### src/rtl/clkdiv_pkg.sv
package clkdiv_pkg;
  typedef enum logic [1:0] {
    ADDR_STATUS = 2'd0,
    ADDR_DIV    = 2'd1,
    ADDR_EN     = 2'd2,
    ADDR_RSVD   = 2'd3
  } reg_addr_e;

  localparam int BUSY_LO = 3;
  localparam int BUSY_HI = 4;
  localparam int EXT_W   = 6;   // field width of the prescaled variant
  localparam int PRE_SH  = 6;   // prescaler is 2**PRE_SH
endpackage

### src/rtl/clkdiv_decode.sv
module clkdiv_decode #(
  parameter int FIELD_W = 5,
  parameter bit EXT     = 1'b0,
  parameter int CNT_W   = FIELD_W + 1
) (
  input  logic [FIELD_W-1:0] field_i,
  output logic [CNT_W-1:0]   div_o
);
  import clkdiv_pkg::*;

  logic [CNT_W-1:0] raw;

  generate
    if (EXT) begin : g_ext
      // bit 5 set: low five bits scaled by the fixed prescaler
      assign raw   = field_i[EXT_W-1] ? CNT_W'({field_i[EXT_W-2:0], {PRE_SH{1'b0}}})
                                      : CNT_W'(field_i[EXT_W-2:0]);
      assign div_o = (raw == '0) ? CNT_W'(1 << EXT_W) : raw;
    end else begin : g_plain
      assign raw   = CNT_W'(field_i);
      assign div_o = (raw == '0) ? (CNT_W'(1) << FIELD_W) : raw;
    end
  endgenerate
endmodule

### src/rtl/clkdiv_counter.sv
module clkdiv_counter #(
  parameter int FIELD_W = 5,
  parameter bit EXT     = 1'b0,
  parameter int CNT_W   = FIELD_W + 1
) (
  input  logic               clk_i,
  input  logic               rst_ni,
  input  logic               load_i,
  input  logic [FIELD_W-1:0] field_i,
  output logic               busy_o,
  output logic               wrap_o
);
  logic [FIELD_W-1:0] act_q, pend_val_q;
  logic               pend_q;
  logic [CNT_W-1:0]   cnt_q, div_eff;

  clkdiv_decode #(.FIELD_W(FIELD_W), .EXT(EXT), .CNT_W(CNT_W)) u_dec (
    .field_i (act_q),
    .div_o   (div_eff)
  );

  assign wrap_o = (cnt_q == div_eff - CNT_W'(1));
  assign busy_o = pend_q;

  always_ff @(posedge clk_i or negedge rst_ni) begin
    if (!rst_ni) begin
      cnt_q      <= '0;
      act_q      <= '0;
      pend_q     <= 1'b0;
      pend_val_q <= '0;
    end else begin
      cnt_q <= wrap_o ? '0 : cnt_q + CNT_W'(1);
      if (wrap_o && pend_q) act_q <= pend_val_q;
      // a write in the boundary cycle stays pending for the next boundary
      if (load_i) begin
        pend_q     <= 1'b1;
        pend_val_q <= field_i;
      end else if (wrap_o) begin
        pend_q <= 1'b0;
      end
    end
  end

  a_r10_cnt_range: assert property (@(posedge clk_i) disable iff (!rst_ni)
    cnt_q < div_eff);
  a_r7_act_hold: assert property (@(posedge clk_i) disable iff (!rst_ni)
    !wrap_o |=> $stable(act_q));
  a_r6_busy_set: assert property (@(posedge clk_i) disable iff (!rst_ni)
    load_i |=> busy_o);
  a_r6_busy_clear: assert property (@(posedge clk_i) disable iff (!rst_ni)
    $fell(busy_o) |-> $past(wrap_o));
endmodule

### src/rtl/gated_clk_div.sv
module gated_clk_div
  import clkdiv_pkg::*;
#(
  parameter int FIELD_W  = 5,
  parameter bit EXT_MODE = 1'b0,
  parameter int DATA_W   = 8,
  parameter int EN_BIT   = 0
) (
  input  logic              clk_i,
  input  logic              rst_ni,
  input  logic              wr_en_i,
  input  logic [1:0]        wr_addr_i,
  input  logic [DATA_W-1:0] wr_data_i,
  output logic [DATA_W-1:0] status_o,
  output logic              tick_o
);
  localparam bit EXT   = EXT_MODE && (FIELD_W == EXT_W);
  localparam int CNT_W = EXT ? (EXT_W + PRE_SH - 1) : FIELD_W + 1;

  logic wr_div, wr_en_reg, wr_status;
  logic en_q, busy, wrap;
  logic unused_data;

  assign wr_div    = wr_en_i && (wr_addr_i == ADDR_DIV);
  assign wr_en_reg = wr_en_i && (wr_addr_i == ADDR_EN);
  assign wr_status = wr_en_i && (wr_addr_i == ADDR_STATUS);
  assign unused_data = ^wr_data_i;

  clkdiv_counter #(.FIELD_W(FIELD_W), .EXT(EXT), .CNT_W(CNT_W)) u_cnt (
    .clk_i   (clk_i),
    .rst_ni  (rst_ni),
    .load_i  (wr_div),
    .field_i (wr_data_i[FIELD_W-1:0]),
    .busy_o  (busy),
    .wrap_o  (wrap)
  );

  always_ff @(posedge clk_i or negedge rst_ni) begin
    if (!rst_ni)        en_q <= 1'b0;
    else if (wr_en_reg) en_q <= wr_data_i[EN_BIT];
  end

  always_comb begin
    status_o          = '0;
    status_o[BUSY_HI] = busy;
    status_o[BUSY_LO] = busy;
  end

  assign tick_o = en_q && wrap;

  a_r5_en_hold: assert property (@(posedge clk_i) disable iff (!rst_ni)
    !wr_en_reg |=> $stable(en_q));
  a_r8_status_ignored: assert property (@(posedge clk_i) disable iff (!rst_ni)
    (wr_status && !busy) |=> !busy);
endmodule

### config.mk
export PLATFORM = sky130hd
export DESIGN_NAME = gated_clk_div
export DESIGN_NICKNAME = d
export VERILOG_FILES = /design/src/rtl/clkdiv_pkg.sv /design/src/rtl/clkdiv_decode.sv /design/src/rtl/clkdiv_counter.sv /design/src/rtl/gated_clk_div.sv
export SDC_FILE = /design/constraint.sdc
export NUM_CORES = 1
export LEC_CHECK = 0
export ABC_AREA = 1
export BUFFER_PORTS_ARGS = -buffer_cell sky130_fd_sc_hd__buf_2
export CAP_MARGIN = 20
export CELL_PAD_IN_SITES_DETAIL_PLACEMENT = 2
export CELL_PAD_IN_SITES_GLOBAL_PLACEMENT = 2
export CORE_MARGIN = 2
export CORE_UTILIZATION = 28
export CTS_CLUSTER_DIAMETER = 50
export DETAILED_ROUTE_END_ITERATION = 7
export PLACE_DENSITY_LB_ADDON = 0.1
export SLEW_MARGIN = 30
export SYNTH_ARGS = -nofsm -noshare
export SYNTH_HDL_FRONTEND = slang
export SYNTH_SLANG_ARGS = --single-unit
### constraint.sdc
create_clock -name clk_i -period 1.5 [get_ports clk_i]
set_input_delay 0 -clock clk_i [delete_from_list [all_inputs] [get_ports clk_i]]
set_output_delay 0 -clock clk_i [all_outputs]
set_load 0.01 [all_outputs]
**Yosys cells after proc, flatten, opt, wreduce, memory -nomap -nowiden**

Index checks and enable logic that the tools add are counted.

- Multiplexer cells: 4
- Equality and inequality tests: 3
- Reduce and logical (&&, ||, !) cells: 6
- Add/subtract/negate cells: 2

Operators by type and width:

| operator | number |
|---|---|
| $mux W6 | 2 |
| $add A6 B1 Y6 const B | 1 |
| $eq A6 B6 Y1 | 1 |
| $logic_not A6 Y1 | 1 |
| $sub A6 B1 Y6 const B | 1 |
| $logic_and A1 B1 Y1 | 4 |
| $eq A2 B1 Y1 const B | 1 |
| $eq A2 B2 Y1 const B | 1 |
| $mux W1 | 2 |
| $reduce_bool A2 Y1 | 1 |

- Bits of input ports: 13
- Flip-flop bits (word level): 18
- Word-level logic and storage cells: 20

**Longest topological paths before layout**

- Depth in word-level cells: 6
- Depth in mapped cells: 10
- Depth with buffers taken out: 10

**Modules after synthesis**

Synthesis repeated with hierarchy kept, for this count alone.

- Cells, all modules: 154
- Area, all modules: 1078.5 um2

By module, submodules not included:

| module | seq. area each (um2) | times used | cells each | area an instance (um2) |
|---|---|---|---|---|
| clkdiv_counter | 425.4 | 1 | 123 | 907.1 |
| gated_clk_div | 25.0 | 1 | 19 | 126.4 |
| clkdiv_decode | 0.0 | 1 | 12 | 45.0 |

**Least setup slack after synthesis**

Ideal clock, no wire load.

- Path kind: flip-flop to flip-flop
- Start point: register u_cnt.act_q[0]
- End point: register u_cnt.act_q[2]
- Buffers on the path: 0
- Period minus slack after synthesis: 1551 ps
- Arrival time: 1434 ps
- Cell stages (with the launch flop): 11
- Setup slack: -51 ps
- Library setup time: 117 ps
- Path through: dfrtp_1 inv_1 ha_1 nand2_1 inv_1 nor2_1 nand3_2 nor2_8 nand3_4 nand2_1 nand2_1

- Cells in the longest elaborated chain, start to end: 5

Ends and longest elaborated chain:

| what | line | text |
|---|---|---|
| start: declaration | clkdiv_counter.sv:13 | `logic [FIELD_W-1:0] act_q, pend_val_q;` |
| start signal: assignment | clkdiv_counter.sv:33 | `if (wrap_o && pend_q) act_q <= pend_val_q;` |
| $logic_not A6 Y1 | clkdiv_decode.sv:21 | `assign div_o = (raw == '0) ? (CNT_W'(1) << FIELD_W) : raw;` |
| $mux W6 (*) | clkdiv_decode.sv:21 |  |
| $sub A6 B1 Y6 (*) | clkdiv_counter.sv:22 | `assign wrap_o = (cnt_q == div_eff - CNT_W'(1));` |
| $eq A6 B6 Y1 (*) | clkdiv_counter.sv:22 |  |
| $logic_and A1 B1 Y1 (*) | clkdiv_counter.sv:33 |  |

Mark *: on every way between the ends. The rest lies on a longest branch, timed or not.
A chain may end at the register's enable or synchronous reset.

**Final worst setup path**

- Start point: register u_cnt.act_q[0]
- End point: output port tick_o

- Cells in the longest elaborated chain, start to end: 5

Ends and longest elaborated chain:

| what | line | text |
|---|---|---|
| $logic_not A6 Y1 | clkdiv_decode.sv:21 |  |
| $mux W6 (*) | clkdiv_decode.sv:21 |  |
| $sub A6 B1 Y6 (*) | clkdiv_counter.sv:22 |  |
| $eq A6 B6 Y1 (*) | clkdiv_counter.sv:22 |  |
| $logic_and A1 B1 Y1 (*) | gated_clk_div.sv:49 | `assign tick_o = en_q && wrap;` |
| end: declaration | gated_clk_div.sv:15 | `output logic tick_o` |

Marks and branches as above.

==> results_dict.tcl <==
set metrics [dict create \
    status "complete, but fails checks" \
    violations "setup timing" \
    min_path_cells 3 \
    skew_ns 0.00238 \
    critPathKind "reg -> out" \
    finalSetupTns_ns -1.17 \
    switching_power_mw 1.40 \
    worstSetupEndpointType "primary output" \
    antenna_cells 0 \
    netlist.top_cell.by_area "dfrtp_1" \
    cts_made_buffers 3 \
    vdd_drop_max_mv 0.730 \
    fp.dieW_um 65.1 \
    dieArea_um2 4240 \
    num_rows 22 \
    drt_iter0_drc 11 \
    grt_pass1_wl_um 4550 \
    ant_nets 0 \
    min_path_type "in -> reg" \
    final_nets 170 \
    crit_arrival_ns 1.67 \
    ff2ff_path_depth 11 \
    rsz0062_at_grt "yes" \
    synth_compound_area_frac 0.0359 \
    synth_edf_count 0 \
    synth_fa_ha_area_frac 0.0240 \
    portBuffers 12 \
    finalSetupViolCount 13 \
    viasPerCell 4.41 \
    dp_hpwl_um 1930 \
    vias 890 \
    drtPass1Iterations 4 \
    synth_common_cells "33 x nand2_1, 18 x dfrtp_1, 14 x nor2_1, 12 x inv_1, 8 x buf_4" \
    setup_slack_ns -0.171 \
    synth_simple_gate_area_frac 0.322 \
    r2r_slack_ns -0.15 \
    yosys.area.top_type_share 0.431 \
    maxSlewViolCount 0 \
    holdPathEnd "en_q" \
    coreArea_um2 3630 \
    clk_root_buffer_cell "clkbuf_8" \
    power_mw 3.07 \
    finalHoldViolCount 0 \
    p_sw_frac 0.455 \
    rr_endpoint "u_cnt.act_q[0]" \
    combPwrFrac 0.570 \
    gr-usage-all-layers 0.144 \
    syn_avg_cell_area_um2 8.36 \
    start_util 0.288 \
    grt_start_max_net_pins 19 \
    p_leak_nw 0.705 \
    clock.fmax_ghz 0.598 \
    clk_pin_slew_ns 0.07 \
    hold_start "wr_data_i[0]" \
    required_ns 1.50 \
    cts_tree "done" \
    p_clk_frac 0.132 \
    yosysSeqAreaShare 0.431 \
    synth_seq_cells 18 \
    crit_fanout 2 \
    grt-ovfl-total 0 \
    power.internal_mw 1.67 \
    gp_congestion 0.664 \
    cap_violations 0 \
    yosys-top-cells-area "dfrtp_1 43%, nand2_1 12%, buf_4 5.7%, nor2_1 5.0%, inv_1 4.3%" \
    io_pins 22 \
    pre_cts_ws_ns -0.104 \
    syn_to_final_growth_pct 30.2 \
    drive_gt1_frac 0.357 \
    yosys_warnings 0 \
    cts_sinks 18 \
    synth_most_common_cell "nand2_1" \
    finalCriticalPeriod_ns 1.67 \
    muxShareOfSynthArea 0.0431 \
    clk_latency_ns 0.26 \
    min_period_over_period 1.11 \
    drcViolationCount 0 \
    worst_setup_path_start_kind "flip-flop" \
    synthesis.instances 125 \
    cts_max_level 1 \
    wl_um 2640 \
    async_flop_share 1.00 \
    antenna_found_initial 0 \
    synth_area_um2 1040 \
    power_frac_seq 0.298 \
    r2r_start "u_cnt.act_q[0]" \
    synth_top_family_by_area "simple AND/OR/NAND/NOR gates" \
    grt_pass1_vias 1030 \
    cts_buffer_depth 2 \
    fp.dieH_um 65.1 \
    wl_per_cell_um 13.1 \
    synth_ff_type "dfrtp_1" \
    fillers 430 \
    power_density_nw_per_um2 2260 \
    synth_xor_xnor_area_share 0.0251 \
    ys_types 24 \
    holdWs_ns 0.0160 \
]
critical path, stage by stage, from the launching register on:
cell and delay [ns]:
dfrtp_1 0.40, inv_2 0.09, ha_4 0.20, nand2_1 0.06, inv_1 0.04, nor2_2 0.10, nand3_2 0.13, nor2_8 0.12
nand2_4 0.06, nor2_2 0.07, buf_2 0.13
registers in the layout, summed over array words and instances (netlist names):
register and cells:
en_q 1, u_cnt.busy_o 1, u_cnt.cnt_q 6, u_cnt.act_q 5, u_cnt.pend_val_q 5
routing by layer:
layer / vias to the layer above / wire length, um / global-route usage / part of all wire
met3: 5 / 51 / 0.0208 / 0.019
met4: 0 / 43 / 0.0547 / 0.016
met1: 433 / 1080 / 0.152 / 0.41
li1: 436 / - / - / -
met5: - / 0 / 0 / 0
met2: 16 / 1470 / 0.284 / 0.56
timing repair:
| item | 4_1_cts | 5_1_grt |
|---|---|---|
| setup buffers | 5 | 0 |
| hold buffers | 6 | 0 |
| pin swaps | 7 | 4 |
| cloned | 0 | 0 |
| hold endpoints to repair | 23 | 0 |
| setup endpoints to repair | 13 | 13 |
| gates resized for setup | 3 | 10 |
worst max path at each step:
stage	startpoint	endpoint	slack, ns	depth (start not counted)
floorplan	u_cnt.act_q[0]	u_cnt.act_q[2]	0.007	10
global placement	u_cnt.act_q[0]	u_cnt.act_q[2]	-0.07	7
detailed placement	u_cnt.act_q[1]	u_cnt.act_q[0]	-0.10	10
CTS	u_cnt.act_q[1]	tick_o	-0.24	10
global route	u_cnt.act_q[0]	u_cnt.act_q[1]	-0.30	11
finish	u_cnt.act_q[0]	tick_o	-0.17	10
metrics by stage:
stage | std cells | utilization | area, um2
2_1_floorplan | 130 | - | 1080
3_3_place_gp | 187 | 0.323 | 1170
3_5_place_dp | 187 | 0.323 | 1170
4_1_cts | 202 | 0.366 | 1330
5_1_grt | 202 | 0.374 | 1360
6_report | 202 | 0.374 | 1360
area by class of cell:
cell class,instances,area (um2),area share
Clock buffer,4,55.1,0.0405
Inverter,16,67.6,0.0497
Multi-Input combinational cell,88,528,0.388
Sequential cell,18,450,0.331
Tap cell,48,60.1,0.0442
Timing Repair Buffer,28,199,0.146
cell families after synthesis:
group,Yosys count
flops,18
compound gates,5
mux,4
fa+ha+maj,2
xor+xnor,3
buf+inv,24
simple gates,68
other cells,1
power by group through the flow:
stage          sequential [mW]  clock, mW  combinational, mW
2_1_floorplan            0.861          0               1.16
3_3_place_gp             0.917          0               1.45
3_5_place_dp             0.925          0               1.51
4_1_cts                  0.919      0.421               1.68
5_1_grt                  0.956      0.447               2.00
6_report                 0.916      0.405               1.75
cell usage in the layout (no fill, tap or decap), types with 5 or more instances in the layout:
| cell type | Yosys | final |
|---|---|---|
| nor2_1 | 14 | 8 |
| nor2_2 | 0 | 6 |
| nand2_1 | 33 | 32 |
| buf_4 | 8 | 9 |
| inv_1 | 12 | 10 |
| nand3_1 | 6 | 6 |
| buf_2 | 0 | 12 |
| nand4_1 | 5 | 5 |
| dlygate4sd3_1 | 0 | 6 |
| inv_2 | 4 | 5 |
| conb_1 | 1 | 6 |
| dfrtp_1 | 18 | 18 |
(Power assumes the default switching activity.)
